[src/rtl/rsq_pkg.sv]
package rsq_pkg;

   localparam int FLAG_W = 4;

   typedef enum logic [1:0] {
      ST_START = 2'd0,
      ST_RUN   = 2'd1,
      ST_ACT   = 2'd2,
      ST_HOLD  = 2'd3
   } rsq_state_e;

   // value equals the flag bit that records the cause
   typedef enum logic [1:0] {
      C_SUPPLY = 2'd0,
      C_WDT    = 2'd1,
      C_PIN    = 2'd2,
      C_SOFT   = 2'd3
   } rsq_cause_e;

   function automatic logic [FLAG_W-1:0] cause_flag(input rsq_cause_e c);
      return FLAG_W'(1) << c;
   endfunction

endpackage

[src/rtl/rsq_pin_sync.sv]
module rsq_pin_sync #(
   parameter int STAGES  = 2,
   parameter int MIN_LOW = 2
) (
   input  logic clk,
   input  logic arst,
   input  logic mask,
   input  logic pin_in,
   output logic ext_low,
   output logic ext_valid
);

   if (STAGES < 2) begin : g_bad_stages
      $error("rsq_pin_sync: STAGES must be at least 2");
   end
   if (MIN_LOW < 1) begin : g_bad_min
      $error("rsq_pin_sync: MIN_LOW must be at least 1");
   end

   logic [STAGES-1:0] sync_q;

   always_ff @(posedge clk or posedge arst) begin
      if (arst) begin
         sync_q <= '1;
      end else if (mask) begin
         sync_q <= '1;
      end else begin
         sync_q <= {sync_q[STAGES-2:0], pin_in};
      end
   end

   assign ext_low = ~sync_q[STAGES-1];

   if (MIN_LOW > 1) begin : g_filter
      logic [MIN_LOW-2:0] hist_q;

      always_ff @(posedge clk or posedge arst) begin
         if (arst) begin
            hist_q <= '1;
         end else if (mask) begin
            hist_q <= '1;
         end else begin
            hist_q <= (MIN_LOW-1)'({hist_q, sync_q[STAGES-1]});
         end
      end

      assign ext_valid = ~|{hist_q, sync_q[STAGES-1]};
   end else begin : g_nofilter
      assign ext_valid = ext_low;
   end

endmodule

[src/rtl/rsq_ctrl.sv]
module rsq_ctrl
   import rsq_pkg::*;
#(
   parameter int STARTUP_CYCLES = 1000,
   parameter int HOLD_CYCLES    = 16,
   parameter int CNT_W          = 10
) (
   input  logic              clk,
   input  logic              arst,
   input  logic              wdt_req,
   input  logic              sw_req,
   input  logic              ext_valid,
   input  logic              ext_low,
   input  logic              flag_clr,
   output logic              sys_rst,
   output logic              pin_drive,
   output logic [FLAG_W-1:0] flags
);

   localparam logic [CNT_W-1:0] LAST_START = CNT_W'(STARTUP_CYCLES - 1);
   localparam logic [CNT_W-1:0] LAST_HOLD  = CNT_W'(HOLD_CYCLES - 1);

   rsq_state_e        state_q, state_n;
   rsq_cause_e        cause_q, cause_n, pick;
   logic [CNT_W-1:0]  cnt_q, cnt_n;
   logic [FLAG_W-1:0] flags_q, flags_n;
   logic              drive_q, drive_n;
   logic              any_req, still_on;

   always_comb begin
      any_req = wdt_req | sw_req | ext_valid;
      if (wdt_req)     pick = C_WDT;
      else if (sw_req) pick = C_SOFT;
      else             pick = C_PIN;

      case (cause_q)
         C_WDT:   still_on = wdt_req;
         C_SOFT:  still_on = sw_req;
         C_PIN:   still_on = ext_low;
         default: still_on = 1'b0;
      endcase

      state_n = state_q;
      cause_n = cause_q;
      cnt_n   = cnt_q;
      flags_n = flag_clr ? '0 : flags_q;

      case (state_q)
         ST_START: begin
            if (cnt_q == LAST_START) begin
               state_n = ST_RUN;
               cnt_n   = '0;
            end else begin
               cnt_n = cnt_q + 1'b1;
            end
         end
         ST_RUN: begin
            if (any_req) begin
               state_n = ST_ACT;
               cause_n = pick;
               flags_n = cause_flag(pick);
            end
         end
         ST_ACT: begin
            if (!still_on) begin
               state_n = ST_HOLD;
               cnt_n   = CNT_W'(1);
            end
         end
         default: begin
            if (any_req) begin
               state_n = ST_ACT;
               cause_n = pick;
               flags_n = cause_flag(pick);
               cnt_n   = '0;
            end else if (cnt_q == LAST_HOLD) begin
               state_n = ST_RUN;
               cnt_n   = '0;
            end else begin
               cnt_n = cnt_q + 1'b1;
            end
         end
      endcase

      drive_n = (state_n != ST_RUN) && (cause_n != C_PIN);
   end

   always_ff @(posedge clk or posedge arst) begin
      if (arst) begin
         state_q <= ST_START;
         cause_q <= C_SUPPLY;
         cnt_q   <= '0;
         flags_q <= cause_flag(C_SUPPLY);
         drive_q <= 1'b1;
      end else begin
         state_q <= state_n;
         cause_q <= cause_n;
         cnt_q   <= cnt_n;
         flags_q <= flags_n;
         drive_q <= drive_n;
      end
   end

   assign sys_rst   = (state_q != ST_RUN);
   assign pin_drive = drive_q;
   assign flags     = flags_q;

endmodule

[src/rtl/rst_sequencer.sv]
module rst_sequencer
   import rsq_pkg::*;
#(
   parameter int               STARTUP_CYCLES = 1000,
   parameter int               HOLD_CYCLES    = 16,
   parameter int               SYNC_STAGES    = 2,
   parameter int               MIN_LOW        = 2,
   parameter int               VEC_W          = 16,
   parameter logic [VEC_W-1:0] RESET_VECTOR   = 16'h8000
) (
   input  logic              clk,
   input  logic              bo_low,
   input  logic              wdt_req,
   input  logic              sw_req,
   input  logic              pin_in,
   input  logic              flag_clr,
   output logic              sys_rst,
   output logic              pin_drive,
   output logic [FLAG_W-1:0] cause_flags,
   output logic [VEC_W-1:0]  rst_vec
);

   localparam int CNT_MAX = (STARTUP_CYCLES > HOLD_CYCLES) ? STARTUP_CYCLES : HOLD_CYCLES;
   localparam int CNT_W   = (CNT_MAX > 2) ? $clog2(CNT_MAX) : 1;

   if (STARTUP_CYCLES < 1) begin : g_bad_start
      $error("rst_sequencer: STARTUP_CYCLES must be at least 1");
   end
   if (HOLD_CYCLES < 2) begin : g_bad_hold
      $error("rst_sequencer: HOLD_CYCLES must be at least 2");
   end

   logic ext_low, ext_valid;

   rsq_pin_sync #(
      .STAGES  (SYNC_STAGES),
      .MIN_LOW (MIN_LOW)
   ) u_pin (
      .clk       (clk),
      .arst      (bo_low),
      .mask      (pin_drive),
      .pin_in    (pin_in),
      .ext_low   (ext_low),
      .ext_valid (ext_valid)
   );

   rsq_ctrl #(
      .STARTUP_CYCLES (STARTUP_CYCLES),
      .HOLD_CYCLES    (HOLD_CYCLES),
      .CNT_W          (CNT_W)
   ) u_ctrl (
      .clk       (clk),
      .arst      (bo_low),
      .wdt_req   (wdt_req),
      .sw_req    (sw_req),
      .ext_valid (ext_valid),
      .ext_low   (ext_low),
      .flag_clr  (flag_clr),
      .sys_rst   (sys_rst),
      .pin_drive (pin_drive),
      .flags     (cause_flags)
   );

   assign rst_vec = RESET_VECTOR;

endmodule

[config.mk]
export PLATFORM = sky130hd
export DESIGN_NAME = rst_sequencer
export DESIGN_NICKNAME = d
export VERILOG_FILES = /design/src/rtl/rsq_pkg.sv /design/src/rtl/rsq_pin_sync.sv /design/src/rtl/rsq_ctrl.sv /design/src/rtl/rst_sequencer.sv
export SDC_FILE = /design/constraint.sdc
export NUM_CORES = 1
export LEC_CHECK = 0
export BUFFER_PORTS_ARGS = -buffer_cell sky130_fd_sc_hd__buf_2
export CAP_MARGIN = 30
export CORE_ASPECT_RATIO = 0.9
export CORE_MARGIN = 10
export CORE_UTILIZATION = 48
export DETAILED_ROUTE_END_ITERATION = 8
export GPL_TIMING_DRIVEN = 0
export HOLD_SLACK_MARGIN = 0.1
export PLACE_DENSITY = 0.81
export SETUP_SLACK_MARGIN = 0.3
export SLEW_MARGIN = 10
export SYNTH_ARGS = -nofsm -noshare
export SYNTH_HDL_FRONTEND = slang
export SYNTH_SLANG_ARGS = --single-unit
[constraint.sdc]
create_clock -name clk -period 1.8 [get_ports clk]
set_input_delay 0.09 -clock clk [delete_from_list [all_inputs] [get_ports clk]]
set_output_delay 0.09 -clock clk [all_outputs]
set_load 0.02 [all_outputs]
## Word level (Yosys, flattened, before mapping)

Cells that the tools add are included.

- Add/subtract/negate cells: 1
- Reductions and logical operators: 6
- Shift operators: 1
- Bitwise gates (word level): 4
- Eq/ne operators: 11
- Mux-type cells: 21

Operator list:

| cell | count |
|---|---|
| 10-bit two-way mux | 4 |
| 10-bit case mux with 3 select lines | 1 |
| 2-bit two-way mux | 9 |
| 4-bit two-way mux | 3 |
| 10-bit by 1-bit adder with 10-bit output (second input constant) | 1 |
| 10-bit equality test (second input constant) | 1 |
| 10-bit by 4-bit equality test with 1-bit output (second input constant) | 1 |
| 2-bit equality test (second input constant) | 3 |
| 2-bit case mux with 3 select lines | 1 |
| 2-bit by 1-bit equality test with 1-bit output (second input constant) | 2 |
| 2-bit by 1-bit != test with 1-bit output (second input constant) | 2 |
| 2-bit != test (second input constant) | 2 |
| 2-bit OR reduction | 2 |
| 1-bit by 2-bit left shift with 4-bit output (first input constant) | 1 |
| 1-bit case mux with 3 select lines | 1 |
| 2-bit zero test | 1 |
| 1-bit two-way mux | 2 |
| 1-bit NOT | 2 |
| 1-bit OR | 2 |
| 2-bit AND reduction | 1 |
| 1-bit logical AND | 1 |
| 1-bit zero test | 1 |

- Word-level logic and storage cells: 51
- Output and inout bits: 22
- Input port bits: 6
- Register bits after elaboration: 22

## Longest topological paths before layout

- Depth after elaboration: 7
- Gate-level depth with buffers: 6
- Depth with buffers taken out: 6

## Modules after synthesis

Synthesis repeated with hierarchy kept, for this count alone.

- Cell total of the unflattened synthesis: 146
- Area total of the unflattened synthesis: 1403.8 um2

Modules (own cells, without submodules):

| module | sequential area each (um2) | cells each | area each (um2) | times used |
|---|---|---|---|---|
| rsq_ctrl | 478.0 | 119 | 1167.4 | 1 |
| rst_sequencer | 0.0 | 18 | 127.6 | 1 |
| rsq_pin_sync | 78.8 | 9 | 108.9 | 1 |

## Least setup slack after synthesis

OpenSTA, ideal clock, no wires.

- Path type: register -> register
- Start point: register u_ctrl.cnt_q[5]
- End point: register u_ctrl.cnt_q[8]
- Cell stages (with the launch flop): 6
- Setup slack: -40 ps
- Library setup time: 126 ps
- Path buffers: 0
- Arrival: 1714 ps
- Clock period less this slack: 1840 ps
- Path through: dfrtp_1 -> nand4_1 -> or4b_4 -> a22oi_4 -> nor2_4 -> a221o_1

- Word-level cells in the longest chain between the ends: 4
- Elaborated cells between the ends (all ways): 7
- Classes of those cells: add/sub: 1; eq/ne: 2; mux: 4

Ends and longest elaborated chain:

| item | RTL line | source |
|---|---|---|
| start, declared | rsq_ctrl.sv:25 | `logic [CNT_W-1:0] cnt_q, cnt_n;` |
| start signal, assigned | rsq_ctrl.sv:98 | `cnt_q <= cnt_n;` |
| 10-bit by 1-bit adder with 10-bit output or 10-bit by 4-bit equality test with 1-bit output (tied branches) | rsq_ctrl.sv:54, rsq_ctrl.sv:80, rsq_ctrl.sv:76 |  |
| 10-bit two-way mux | rsq_ctrl.sv:76 | `end else if (cnt_q == LAST_HOLD) begin` |
| 10-bit two-way mux | rsq_ctrl.sv:71 | `if (any_req) begin` |
| 10-bit case mux with 3 select lines * | rsq_ctrl.sv:48 | `case (state_q)` |

Every way passes the cells marked *; elsewhere a longest branch is shown, timed or not.
A chain may end at the register's enable or synchronous reset.

## Worst setup path after layout

- Start point: register u_ctrl.cnt_q[3]
- End point: register u_ctrl.cnt_q[8]

The elaborated chain is that of the path after synthesis.

==> impl_metrics.csv <==
group,metric,value,unit
synth,synth-seq-cells,22,
synth,ys_top_cells_by_area,"dfrtp_1, dfstp_2, buf_4",
power,leakagePower,0.835,nW
power,switchingPower,0.576,mW
synth,synth_fa_ha_area_frac,0.00973,
synth,ys_warn_count,0,
placed_design,pre_cts_slack,-191,ps
finish,fillCellCount,181,
timing,finalSetupViolations,10,
power,peakVddDrop,0.000365,V
timing,finalMaxSlewViolations,0,
setup_path,worst-path-buf-inv,1,
synth,ys.flop_type,"dfrtp_1",
setup_path,slowest_delay,570,ps
clock_network,cts_max_path_buffers,2,
global_route,grt_max_degree,23,
min_path,hp-class,"primary input to register",
timing,worst_slew_pin_slew,826,ps
synth,synth_top_area_share,0.331,
finish,drive_above_1_share,0.404,
synth,synth_top_family_by_area,"simple AND/OR/NAND/NOR gates",
synth,synth-simple-area-share,0.241,
clock_network,cts-root-buf,"clkbuf_4",
synth,synth_xor_area_frac,0.00681,
finish,nets,201,
floorplanning,dieArea,0.00515,sq mm
power,power.share.clock,0.191,
power,pwr-share-seq,0.396,
drt,viasPerCell,5.38,
floorplanning,initial_utilization,0.512,
drt,drtIter0Drc,182,
synth,synth_edf_count,0,
setup_path,cpMaxStageDelayCell,"or4b_4",
timing,finalHoldWorstSlack,119,ps
global_route,overflow,0,
placed_design,placedCellCount,192,
timing,grt_setup_unrepaired,"true",
global_route,grt_first_pass_wirelength,5540,um
drt,ant_nets,0,
synth,synth_area,0.00129,sq mm
synth,synth.distinct_cells,38,
floorplanning,die_w,74.6,um
timing,setup_slack,-145,ps
clock_network,cts_buffers,3,
timing,finalHoldViolCount,0,
setup_path,start_kind,"register",
synth,yosysMostFrequentCell,"dfrtp_1",
clock_network,clk_pin_slew,130,ps
clock_network,clkSinkCount,22,
floorplanning,boundaryPins,28,
synth,yosysSeqAreaShare,0.433,
power,p_comb_frac,0.412,
placed_design,gp_congestion,0.841,
finish,final_cells,221,
placed_design,placedInstanceArea,0.00143,sq mm
clock_network,cts_tree,"done",
setup_path,crit_required,2030,ps
global_route,grt_pass1_vias,1203,
finish,area_growth,32.5,%
synth,synthMuxAreaShare,0.00875,
global_route,grtUsageTotal,0.135,
setup_path,cp_top_family,"simple AND/OR/NAND/NOR gates",
drt,vias,1190,
run_status,status,"finished with violations",
drt,firstDrtPassIters,4,
drt,routed_wl,3310,um
synth,synth.top_cells.by_count,"dfrtp_1, buf_4, o21ai_0, nand2_1, nor2_1",
setup_path,cp_max_fo,8,
setup_path,crit_chain,"nand3b_1 > or4b_4 > a22oi_4 > buf_12 > nor2_4 > a221o_1",
power,power.density,876,mW/mm^2
synth,avgSynthCellArea,9.25,sq um
run,maxCapViolations,0,
synth,yosysTopAreaCell,"dfrtp_1",
drt,post_drt_wl_per_cell,15.0,um
power,netSwitchingFraction,0.386,
synth,async_flop_share,1.00,
clock_network,worstSkewPairLatency,330,ps
floorplanning,num_rows,17,
timing,post-route-period-util,1.08,
timing,max_freq,0.514,GHz
finish,finalInstanceArea,0.00170,sq mm
timing,final.setup_skew,12.4,ps
setup_path,cp-end-kind,"register",
floorplanning,core_area,0.00251,sq mm
clock_network,htreeDepth,1,
timing,fin_crit,1950,ps
finish,finish.utilization,0.679,
global_route,grt_antenna_before_repair,0,
setup_path,worstSetupPathType,"register to register",
setup_path,worstPathArrival,2180,ps
synth,synth_cells,139,
timing,slew_headroom,0.449,
drt,remaining_drc_errors,0,
finish,diodes,0,
floorplanning,die_height,69.1,um
placed_design,post-dp-hpwl,1980,um
power,p_int,0.916,mW
synth,synth_compound_area_frac,0.184,
placed_design,portBuffers,11,
run_status,violations,"negative setup slack",
## path summary, 6_finish.rpt
kind / end / start / slack (ps) / depth (start not counted)
max: u_ctrl.cnt_q[8] / u_ctrl.cnt_q[3] / -150 / 6
min: u_ctrl.flags[1] / wdt_req / 120 / 3
max reg2reg: u_ctrl.cnt_q[8] / u_ctrl.cnt_q[3] / -150 / 6
min reg2reg: u_ctrl.flags[0] / u_ctrl.flags[0] / 510 / 1
max in group asynchronous: u_ctrl.cnt_q[2] / bo_low / 790 / 3
min in group asynchronous: u_ctrl.cnt_q[4] / bo_low / 450 / 3
## final cells by class
cell class / instances / area, sq um / area share
Buffer: 17 / 124 / 0.0727
Clock buffer: 4 / 36.3 / 0.0213
Inverter: 5 / 18.8 / 0.0110
Multi-Input combinational cell: 109 / 659 / 0.387
Sequential cell: 22 / 558 / 0.327
Tap cell: 28 / 35.0 / 0.0206
Timing Repair Buffer: 36 / 273 / 0.160
## state kept, by name, indices dropped and copies added (netlist names)
| register | flops |
|---|---|
| u_ctrl.flags | 4 |
| u_ctrl.cnt_q | 10 |
| u_pin.g_filter.hist_q | 1 |
| u_ctrl.state_q | 2 |
| u_ctrl.pin_drive | 1 |
| u_ctrl.cause_q | 2 |
| u_pin.sync_q | 2 |
## metrics by stage
stage,TNS (ps),total power [mW]
after detailed placement,-1190,1.10
after global placement,-880,1.08
after global routing,-1530,1.59
final,-966,1.49
after CTS,-169,1.46
after floorplan,-9.45,0.993
## tightest hold or removal path, cell delays in order
cell	delay, ps
buf_2	130
nand2_1	90
o21ai_0	90
## routing by layer
| metal | vias up | wire [um] | part of all wire | GRT usage |
|---|---|---|---|---|
| li1 | 564 | - | - | - |
| met1 | 549 | 1320 | 0.40 | 0.154 |
| met2 | 69 | 1580 | 0.48 | 0.210 |
| met3 | 8 | 326 | 0.099 | 0.0442 |
| met4 | 0 | 89 | 0.027 | 0.0833 |
| met5 | - | 0 | 0 | 0 |
## power groups by stage
stage	clock (mW)	sequential [mW]	combinational (mW)
final	0.286	0.591	0.615
after global routing	0.309	0.598	0.678
after CTS	0.285	0.589	0.590
after detailed placement	0	0.604	0.500
after global placement	0	0.600	0.484
after floorplan	0	0.619	0.374
## cell usage in the layout, fill, tap and decap left out, types with 2 or more instances in the layout
cell type,n
a22o_2,6
and3_1,3
and3_2,2
buf_2,11
buf_4,34
buf_6,2
clkbuf_4,3
conb_1,16
dfrtp_1,16
dfstp_2,5
dlygate4sd3_1,4
inv_1,5
nand2_1,14
nand2b_1,3
nand3_1,2
nand3b_1,2
nor2_1,9
nor2b_1,6
nor3_1,4
o21ai_0,13
o21ai_1,3
or2_2,3
## logic make-up (layout without fill, tap and decap cells)
kind of cell	after synthesis	count (layout)
muxes	1	1
and+or+nand+nor	57	57
xor gates and xnor gates	1	1
DFF	22	22
buffers and inverters	22	62
adders and majority gates	1	1
AOI/OAI and AO/OA	33	33
other	2	16
## what timing repair did
| item | in CTS | in global routing |
|---|---|---|
| hold endpoints to repair | 22 | 0 |
| endpoints found under the setup margin | 12 | 13 |
| pin swaps | 4 | 3 |
| gates resized for setup | 9 | 5 |
| hold buffers | 4 | 0 |
| setup buffers | 20 | 1 |
No activity file was read; power rests on OpenSTA's default activity.
